## src/rtl/cal_pkg.sv

```systemverilog
package cal_pkg;
  typedef enum logic [1:0] {
    CAL_IDLE,
    CAL_ISSUE,
    CAL_WAIT,
    CAL_DECIDE
  } cal_state_e;
endpackage

```

## src/rtl/cal_sweep_ctrl.sv

```systemverilog
module cal_sweep_ctrl
  import cal_pkg::*;
#(
  parameter int DLY_W  = 2,
  parameter int ADDR_W = 8,
  parameter int DATA_W = 16,
  parameter logic [ADDR_W-1:0] TEST_ADDR  = 8'h01,
  parameter logic [DATA_W-1:0] TEST_VALUE = 16'h5AA5
) (
  input  logic                    clk,
  input  logic                    rst_n,
  input  logic                    start_i,
  output logic                    req_valid_o,
  input  logic                    req_ready_i,
  output logic [ADDR_W-1:0]       req_addr_o,
  input  logic                    rsp_valid_i,
  output logic                    rsp_ready_o,
  input  logic [DATA_W-1:0]       rsp_data_i,
  output logic [DLY_W-1:0]        sweep_dly_o,
  output logic [(1<<DLY_W)-1:0]   pass_mask_o,
  output logic                    busy_o,
  output logic                    launch_o,
  output logic                    decide_o
);
  localparam int NUM_SET = 1 << DLY_W;

  cal_state_e           state_q;
  logic [DLY_W-1:0]     idx_q;
  logic [NUM_SET-1:0]   mask_q;
  logic                 rsp_fire;

  assign launch_o    = (state_q == CAL_IDLE) && start_i;
  assign busy_o      = (state_q != CAL_IDLE);
  assign decide_o    = (state_q == CAL_DECIDE);
  assign req_valid_o = (state_q == CAL_ISSUE);
  assign req_addr_o  = TEST_ADDR;
  assign rsp_ready_o = (state_q == CAL_WAIT);
  assign rsp_fire    = rsp_ready_o && rsp_valid_i;
  assign sweep_dly_o = idx_q;
  assign pass_mask_o = mask_q;

  always_ff @(posedge clk) begin
    if (!rst_n) begin
      state_q <= CAL_IDLE;
      idx_q   <= '0;
      mask_q  <= '0;
    end else begin
      unique case (state_q)
        CAL_IDLE: begin
          if (start_i) begin
            idx_q   <= '0;
            mask_q  <= '0;
            state_q <= CAL_ISSUE;
          end
        end
        CAL_ISSUE: begin
          if (req_ready_i) state_q <= CAL_WAIT;
        end
        CAL_WAIT: begin
          if (rsp_fire) begin
            mask_q[idx_q] <= (rsp_data_i == TEST_VALUE);
            if (&idx_q) begin
              state_q <= CAL_DECIDE;
            end else begin
              idx_q   <= idx_q + 1'b1;
              state_q <= CAL_ISSUE;
            end
          end
        end
        CAL_DECIDE: state_q <= CAL_IDLE;
        default:    state_q <= CAL_IDLE;
      endcase
    end
  end


  req_hold_chk: assert property (@(posedge clk) disable iff (!rst_n)
    req_valid_o && !req_ready_i |=> req_valid_o && $stable(sweep_dly_o));


  dly_wait_steady_chk: assert property (@(posedge clk) disable iff (!rst_n)
    rsp_ready_o && !rsp_valid_i |=> $stable(sweep_dly_o));


  restart_ignored_chk: assert property (@(posedge clk) disable iff (!rst_n)
    busy_o && !decide_o && start_i |=> busy_o);


  issue_from_zero_chk: assert property (@(posedge clk) disable iff (!rst_n)
    launch_o |=> req_valid_o && (sweep_dly_o == '0));
endmodule

```

## src/rtl/cal_mask_picker.sv

```systemverilog
module cal_mask_picker #(
  parameter int DLY_W = 2
) (
  input  logic [(1<<DLY_W)-1:0] mask_i,
  output logic [DLY_W-1:0]      sel_o,
  output logic                  ok_o
);
  localparam int NUM_SET = 1 << DLY_W;
  localparam int CNT_W   = DLY_W + 1;
  localparam logic [DLY_W-1:0] TOP_IDX = DLY_W'(NUM_SET - 1);

  logic [DLY_W-1:0] lo, hi;
  logic             found;
  logic [CNT_W-1:0] cnt, span, mid_off;

  always_comb begin
    lo    = '0;
    hi    = '0;
    found = 1'b0;
    cnt   = '0;
    for (int i = 0; i < NUM_SET; i++) begin
      if (mask_i[i]) begin
        if (!found) lo = DLY_W'(i);
        found = 1'b1;
        hi    = DLY_W'(i);
        cnt   = cnt + 1'b1;
      end
    end
    span    = {1'b0, hi} - {1'b0, lo} + 1'b1;
    ok_o    = found && (cnt == span);
    mid_off = (cnt - 1'b1) >> 1;
    if (cnt == CNT_W'(2)) begin
      if (lo == '0)           sel_o = lo;
      else if (hi == TOP_IDX) sel_o = hi;
      else                    sel_o = lo;
    end else begin
      sel_o = lo + mid_off[DLY_W-1:0];
    end
  end


  always_comb begin
    if (ok_o) begin
      sel_passed_chk: assert (mask_i[sel_o]);
    end
  end
endmodule

```

## src/rtl/rx_sample_delay_cal.sv

```systemverilog
module rx_sample_delay_cal #(
  parameter int DLY_W  = 2,
  parameter int ADDR_W = 8,
  parameter int DATA_W = 16,
  parameter logic [ADDR_W-1:0] TEST_ADDR  = 8'h01,
  parameter logic [DATA_W-1:0] TEST_VALUE = 16'h5AA5
) (
  input  logic              clk,
  input  logic              rst_n,
  input  logic              start_i,
  output logic              rd_req_valid_o,
  input  logic              rd_req_ready_i,
  output logic [ADDR_W-1:0] rd_req_addr_o,
  input  logic              rd_rsp_valid_i,
  output logic              rd_rsp_ready_o,
  input  logic [DATA_W-1:0] rd_rsp_data_i,
  output logic [DLY_W-1:0]  dly_sel_o,
  output logic              done_o,
  output logic              err_o,
  output logic [DLY_W-1:0]  sel_o
);
  localparam int NUM_SET = 1 << DLY_W;

  logic [DLY_W-1:0]   sweep_dly, pick_sel, final_dly_q, sel_q;
  logic [NUM_SET-1:0] pass_mask;
  logic               busy, launch, decide, pick_ok;
  logic               done_q, err_q;

  cal_sweep_ctrl #(
    .DLY_W(DLY_W), .ADDR_W(ADDR_W), .DATA_W(DATA_W),
    .TEST_ADDR(TEST_ADDR), .TEST_VALUE(TEST_VALUE)
  ) u_sweep (
    .clk         (clk),
    .rst_n       (rst_n),
    .start_i     (start_i),
    .req_valid_o (rd_req_valid_o),
    .req_ready_i (rd_req_ready_i),
    .req_addr_o  (rd_req_addr_o),
    .rsp_valid_i (rd_rsp_valid_i),
    .rsp_ready_o (rd_rsp_ready_o),
    .rsp_data_i  (rd_rsp_data_i),
    .sweep_dly_o (sweep_dly),
    .pass_mask_o (pass_mask),
    .busy_o      (busy),
    .launch_o    (launch),
    .decide_o    (decide)
  );

  cal_mask_picker #(.DLY_W(DLY_W)) u_pick (
    .mask_i (pass_mask),
    .sel_o  (pick_sel),
    .ok_o   (pick_ok)
  );

  always_ff @(posedge clk) begin
    if (!rst_n) begin
      final_dly_q <= '0;
      sel_q       <= '0;
      done_q      <= 1'b0;
      err_q       <= 1'b0;
    end else begin
      done_q <= decide;
      if (launch) err_q <= 1'b0;
      if (decide) begin
        err_q       <= !pick_ok;
        sel_q       <= pick_ok ? pick_sel : '0;
        final_dly_q <= pick_ok ? pick_sel : '0;
      end
    end
  end

  assign dly_sel_o = busy ? sweep_dly : final_dly_q;
  assign done_o    = done_q;
  assign err_o     = err_q;
  assign sel_o     = sel_q;


  done_pulse_chk: assert property (@(posedge clk) disable iff (!rst_n)
    done_o |=> !done_o);


  err_with_done_chk: assert property (@(posedge clk) disable iff (!rst_n)
    $rose(err_o) |-> done_o);


  dly_hold_chk: assert property (@(posedge clk) disable iff (!rst_n)
    !busy && !launch |=> $stable(dly_sel_o));


  dly_matches_sel_chk: assert property (@(posedge clk) disable iff (!rst_n)
    done_o |-> dly_sel_o == sel_o);
endmodule

```

## config.mk

```make
export PLATFORM = sky130hd
export DESIGN_NAME = rx_sample_delay_cal
export DESIGN_NICKNAME = d
export VERILOG_FILES = /design/src/rtl/cal_pkg.sv /design/src/rtl/cal_sweep_ctrl.sv /design/src/rtl/cal_mask_picker.sv /design/src/rtl/rx_sample_delay_cal.sv
export SDC_FILE = /design/constraint.sdc
export NUM_CORES = 1
export LEC_CHECK = 0
export ABC_AREA = 0
export BUFFER_PORTS_ARGS = -buffer_cell sky130_fd_sc_hd__buf_2
export CAP_MARGIN = 25
export CELL_PAD_IN_SITES_DETAIL_PLACEMENT = 0
export CELL_PAD_IN_SITES_GLOBAL_PLACEMENT = 1
export CORE_MARGIN = 2
export CORE_UTILIZATION = 36
export CTS_CLUSTER_SIZE = 14
export DETAILED_ROUTE_END_ITERATION = 6
export PLACE_DENSITY_LB_ADDON = 0.1
export SLEW_MARGIN = 20
export SYNTH_ARGS = -nofsm -noshare
export SYNTH_HDL_FRONTEND = slang
export SYNTH_SLANG_ARGS = --single-unit
export TNS_END_PERCENT = 100
```

## constraint.sdc

```tcl
create_clock -name clk -period 3.4 [get_ports clk]
set_clock_uncertainty 0.15 [all_clocks]
set_input_delay 1.02 -clock clk [delete_from_list [all_inputs] [get_ports clk]]
set_output_delay 1.02 -clock clk [all_outputs]
set_load 0.05 [all_outputs]
```

Yosys cells after proc, flatten, opt, wreduce, memory -nomap -nowiden

Index checks and enable logic that the tools add are counted.

Register bits after elaboration: 12
Word-level logic and storage cells: 80
Output and inout port bits: 16
Input port bits: 21

$lt $le $gt $ge: 2
Muxes and demuxes: 39
Reduce and logical (&&, ||, !) cells: 14
Add/sub/neg operators: 8
Eq/ne operators: 11

Operator list:

| operator             | count |
|---|---|
| $mux 2               | 19 |
| $eq 16x15->1 const B | 1 |
| $mux 1               | 10 |
| $add 3x1->3 const B  | 3 |
| $mux 3               | 3 |
| $mux 4               | 2 |
| $pmux 2 s4           | 1 |
| $pmux 4 s2           | 1 |
| $eq 2x2->1 const B   | 3 |
| $ne 2x2->1 const B   | 3 |
| $reduce_and 3->1     | 2 |
| $reduce_bool 2->1    | 3 |
| $bwmux 4             | 1 |
| $logic_and 1x1->1    | 4 |
| $logic_not 2->1      | 2 |
| $pmux 2 s2           | 1 |
| $reduce_and 4->1     | 1 |
| $eq 3x2->1 const B   | 1 |
| $eq 3x3->1           | 1 |
| $lt 2x3->1 const B   | 1 |
| $sub 2x2->3          | 1 |
| $sub 3x1->3 const B  | 1 |
| $add 1x1->2 const B  | 1 |
| $add 2x1->2 const B  | 1 |
| other kinds (7)      | 7 |

Logic depth before layout (Yosys ltp)

Depth in word-level cells: 13
Depth in mapped cells: 15
Depth with buffers taken out: 15

Cells and area by module

From an unflattened synthesis, not the netlist that was laid out.

Cell total of the unflattened synthesis: 142
Area, all modules: 1208.7 µm²

Modules (own cells, without submodules):

| module              | times used | cells each | sequential area each (µm²) | area each (µm²) |
|---|---|---|---|---|
| cal_sweep_ctrl      | 1          | 71         | 160.2                      | 619.3 |
| cal_mask_picker     | 1          | 55         | 0.0                        | 422.9 |
| rx_sample_delay_cal | 1          | 16         | 80.1                       | 166.4 |

Worst setup path before layout

No wires, ideal clock.

Path kind: reg-to-reg
From: reg u_sweep.mask_q[1] (netlist: u_sweep.pass_mask_o[1])
To: reg sel_q[1] (netlist: sel_o[1])
Arrival time: 2.699 ns
Setup slack: 0.435 ns
Stages on the path, launching flop included: 16
Setup time: 0.116 ns
Period minus slack after synthesis: 2.965 ns
Data required time: 3.134 ns
Cells stage by stage: dfxtp_1 -> inv_1 -> ha_1 -> nor2b_4 -> or2_1 -> ha_1 -> nand2b_1 -> o31ai_4 -> inv_1 -> ha_1 -> ha_1 -> xor2_1 -> xnor2_1 -> o211ai_1 -> o211ai_1 -> and3_1

Cells in the longest elaborated chain, start to end: 10
Elaborated cells between the ends (all ways): 29
Classes of those cells: add/sub: 6; eq/ne: 3; mux: 18; reduce/logical: 2

RTL lines:

| element                                             | line                      | RTL |
|---|---|---|
| start: declaration                                  | cal_sweep_ctrl.sv:29      | `logic [NUM_SET-1:0] mask_q;` |
| start signal: indexed assignment                    | cal_sweep_ctrl.sv:61      | `mask_q[idx_q] <= (rsp_data_i == TEST_VALUE);` |
| branches (longest 9 deep; another with $add 3x1->3) | --                        |  |
| $mux 2 (*)                                          | rx_sample_delay_cal.sv:66 | `sel_q <= pick_ok ? pick_sel : '0;` |
| end signal: assignment                              | rx_sample_delay_cal.sv:66 |  |
| end: declaration                                    | rx_sample_delay_cal.sv:24 | `logic [DLY_W-1:0] sweep_dly, pick_sel, final_dly_q, sel_q;` |

Every way passes the cells marked *.
A chain may end at the register's enable or synchronous reset.

Worst setup path in the final report

Ends and elaborated chain as after synthesis.

==> out/results.txt <==
syn_area_per_cell - 8.47 um2
Clock Latency Late Sink - 0.26 ns
Initial Utilization - 38.4%
dpl hpwl - 1.78 mm
worst endpoint required time - 3.41 ns
Clock power frac - 28.9%
Critical Path End Type - register
fin util - 43.8%
initial antenna violation count - 0
#FFs+latches synth - 12
vias - 914
final worst setup slack - 0.310 ns
Synth Area in Adders - 15.1%
most used cell, CP - ha_1
Max stage delay cell, worst path - dfxtp_1
RSZ-0062 raised after global routing - false
TritonRoute pass-1 iters - 6
static leakage - 0.567 nW
Top delay family on crit path - adder cells
Reg power frac - 50.6%
Synth Area in XOR/XNOR - 7.91%
Placed Instances - 181
synthesis-to-layout area growth - 14.1%
Layout Nets - 189
Die Wd - 58.7 um
I/O Buffers - 28
Final Wtd Congestion - 0.723
commonest cells in the netlist - 17 x nand2_1, 13 x ha_1, 12 x dfxtp_1, 8 x buf_4, 8 x nor2_1
status - finished, violations left
number of global-route vias before repair - 816
clock root buffer - clkbuf_4
worst reg2reg startpoint - u_sweep.pass_mask_o[1]
combinational family with the most area after synthesis - simple AND/OR/NAND/NOR gates
hold slack - 0.344 ns
first-pass GRT wire length - 3.57 mm
DRC violations left - 3
Post-synth ARST share - 0%
HP Class - reg2reg
Max Cap Violations - 0
Synth top area share - 22.3%
Worst-path clk slew - 0.07 ns
CP max FO - 4
Slew Limit Fails - 0
num rows - 19
failing checks - DRC
Post-Route Setup TNS - 0 ns
top_reg_cell synth - dfxtp_1
cts bufs inserted - 3
dpl ws - 0.228 ns
crit-path max cell delay - 0.38 ns
CTS Buffer Depth - 2
flop-to-flop setup slack - 0.31 ns
WL per Instance - 11.2 um
number of synthesized flops with an enable pin - 0
GRT overflow - 0
Hold Path Depth - 2
number of distinct library cells after synthesis - 37
Logic pwr share - 20.5%
Core ar. - 2810 um2
area leader, netlist - dfxtp_1
register area share after synthesis - 22.3%
Post-Syn Instances - 127
placed inst area - 1190 um2
sw frac - 30.1%
routed wire length - 2.06 mm
Non-Filler Instances - 184
layout cells sized above 1 - 25.5%
Min Clock Period, post-route - 3.09 ns
critical path startpoint category - register
final hold vios - 0
main area contributors after synthesis - dfxtp_1 22%, ha_1 15%, nand2_1 5.9%
total power draw - 0.287 mW
VDD IR max - 0.108 mV
worst hold endpoint - err_o
worst reg2reg path depth - 14
Bufs and invs on worst path - 2
Compound-Gate Fraction of Synth Area - 15.3%
Net Sw Power - 0.0862 mW
# diodes - 0
via density per instance - 4.97
Arrival @ worst endpoint - 3.10 ns
io pins - 37
CP Cell Sequence - inv_1 -> ha_2 -> xor2_2 -> ha_1 -> nand2b_1 -> o31ai_4 -> inv_1 -> ha_1 -> ha_1 -> xor2_1 -> xnor2_1 -> o211ai_1 -> o211ai_1 -> and3_1
top-count cell post-synth - nand2_1
Starting DRT DRC Count - 19
total number of H-tree levels - 1
Synth Area in Simple Gates - 24.8%
pwr/cell area - 234 nW/um2
hold wc startpoint - err_o
Die H - 58.7 um
mux share of post-synthesis cell area - 3.72%
final setup fails - 0
Worst R2R End - sel_o[1]
DRT antenna net count - 0
Num Clock Sinks - 12
Synth Warn # - 0
CTS tree - built
WS Path Type - reg2reg
Final period util - 90.9%
post-route cell area - 1230 um2
Mapped Area - 1080 um2
Die Footprint - 3440 um2
GRT Overall Usage - 13.1%
Max Freq - 324 MHz
pin count of the biggest net entering global routing - 12
internal power - 0.200 mW
[worst min-delay path, stage by stage, from the launching register on]
cell and delay (ns):
dfxtp_1 0.33, a31oi_1 0.07, nor2_1 0.07
[routing by layer]
| layer | GRT usage [%] | wire, um |
|---|---|---|
| met4 | 0 | 0 |
| met5 | 0 | 0 |
| met3 | 5.27 | 150 |
| met2 | 21.2 | 915 |
| met1 | 17.7 | 989 |
[cell families after synthesis]
group,Yosys count
and+or+nand+nor,47
adders and majority gates,13
AOI/OAI and AO/OA,23
other,2
xor gates and xnor gates,8
muxes,4
buffers and inverters,18
DFF,12
[layout make-up]
| class | count | area, um2 |
|---|---|---|
| Multi-Input combinational cell | 103 | 759 |
| Sequential cell | 12 | 240 |
| Clock buffer | 3 | 22.5 |
| Inverter | 7 | 26.3 |
| Fill cell | 287 | 1580 |
| Tap cell | 31 | 38.8 |
| Timing Repair Buffer | 28 | 140 |
[worst max-delay path by stage]
stage,startpoint,end,depth (start not counted)
floorplan,u_sweep.pass_mask_o[1],sel_o[1],15
global placement,u_sweep.pass_mask_o[1],sel_o[1],14
detailed placement,u_sweep.pass_mask_o[1],sel_o[1],14
CTS,u_sweep.pass_mask_o[1],sel_o[1],15
global route,u_sweep.pass_mask_o[1],sel_o[1],14
finish,u_sweep.pass_mask_o[1],sel_o[1],14
[flip-flops by register name, indices dropped and copies added, names as in the netlist]
signal and cells:
sel_o 2, done_o 1, err_o 1, u_sweep.state_q 2
u_sweep.pass_mask_o 4, u_sweep.sweep_dly_o 2
[layout by cell type, fill, tap and decap left out, types with 2 or more instances in the layout]
master    Yosys  final
a31oi_1       2      2
a21boi_1      3      3
nor2_1        8      8
inv_1         7      7
conb_1        2      8
clkbuf_4      1      3
nand3_1       2      2
nor4bb_1      5      5
mux2i_1       4      4
xnor2_1       4      4
ha_1         13     12
and3_1        3      3
a21oi_1       3      3
nor2b_1       5      5
o21ai_0       4      4
o211ai_1      3      3
buf_2         0     28
nand2_1      17     17
dfxtp_1      12     12
xnor2_2       2      2
o21ai_1       2      2
[timing repair]
item	in CTS	in global routing
buffers inserted	0	0
gates resized for setup	0	2
hold buffers	0	0
endpoints found under the setup margin	0	1
[power by group through the flow]
stage | clock network (mW) | registers, mW | logic (mW)
after floorplan | 0 | 0.149 | 0.0486
after global placement | 0 | 0.148 | 0.0586
after detailed placement | 0 | 0.148 | 0.0586
after CTS | 0.0890 | 0.145 | 0.0588
after global routing | 0.0972 | 0.146 | 0.0635
final | 0.0829 | 0.145 | 0.0587
(Power assumes the default switching activity.)
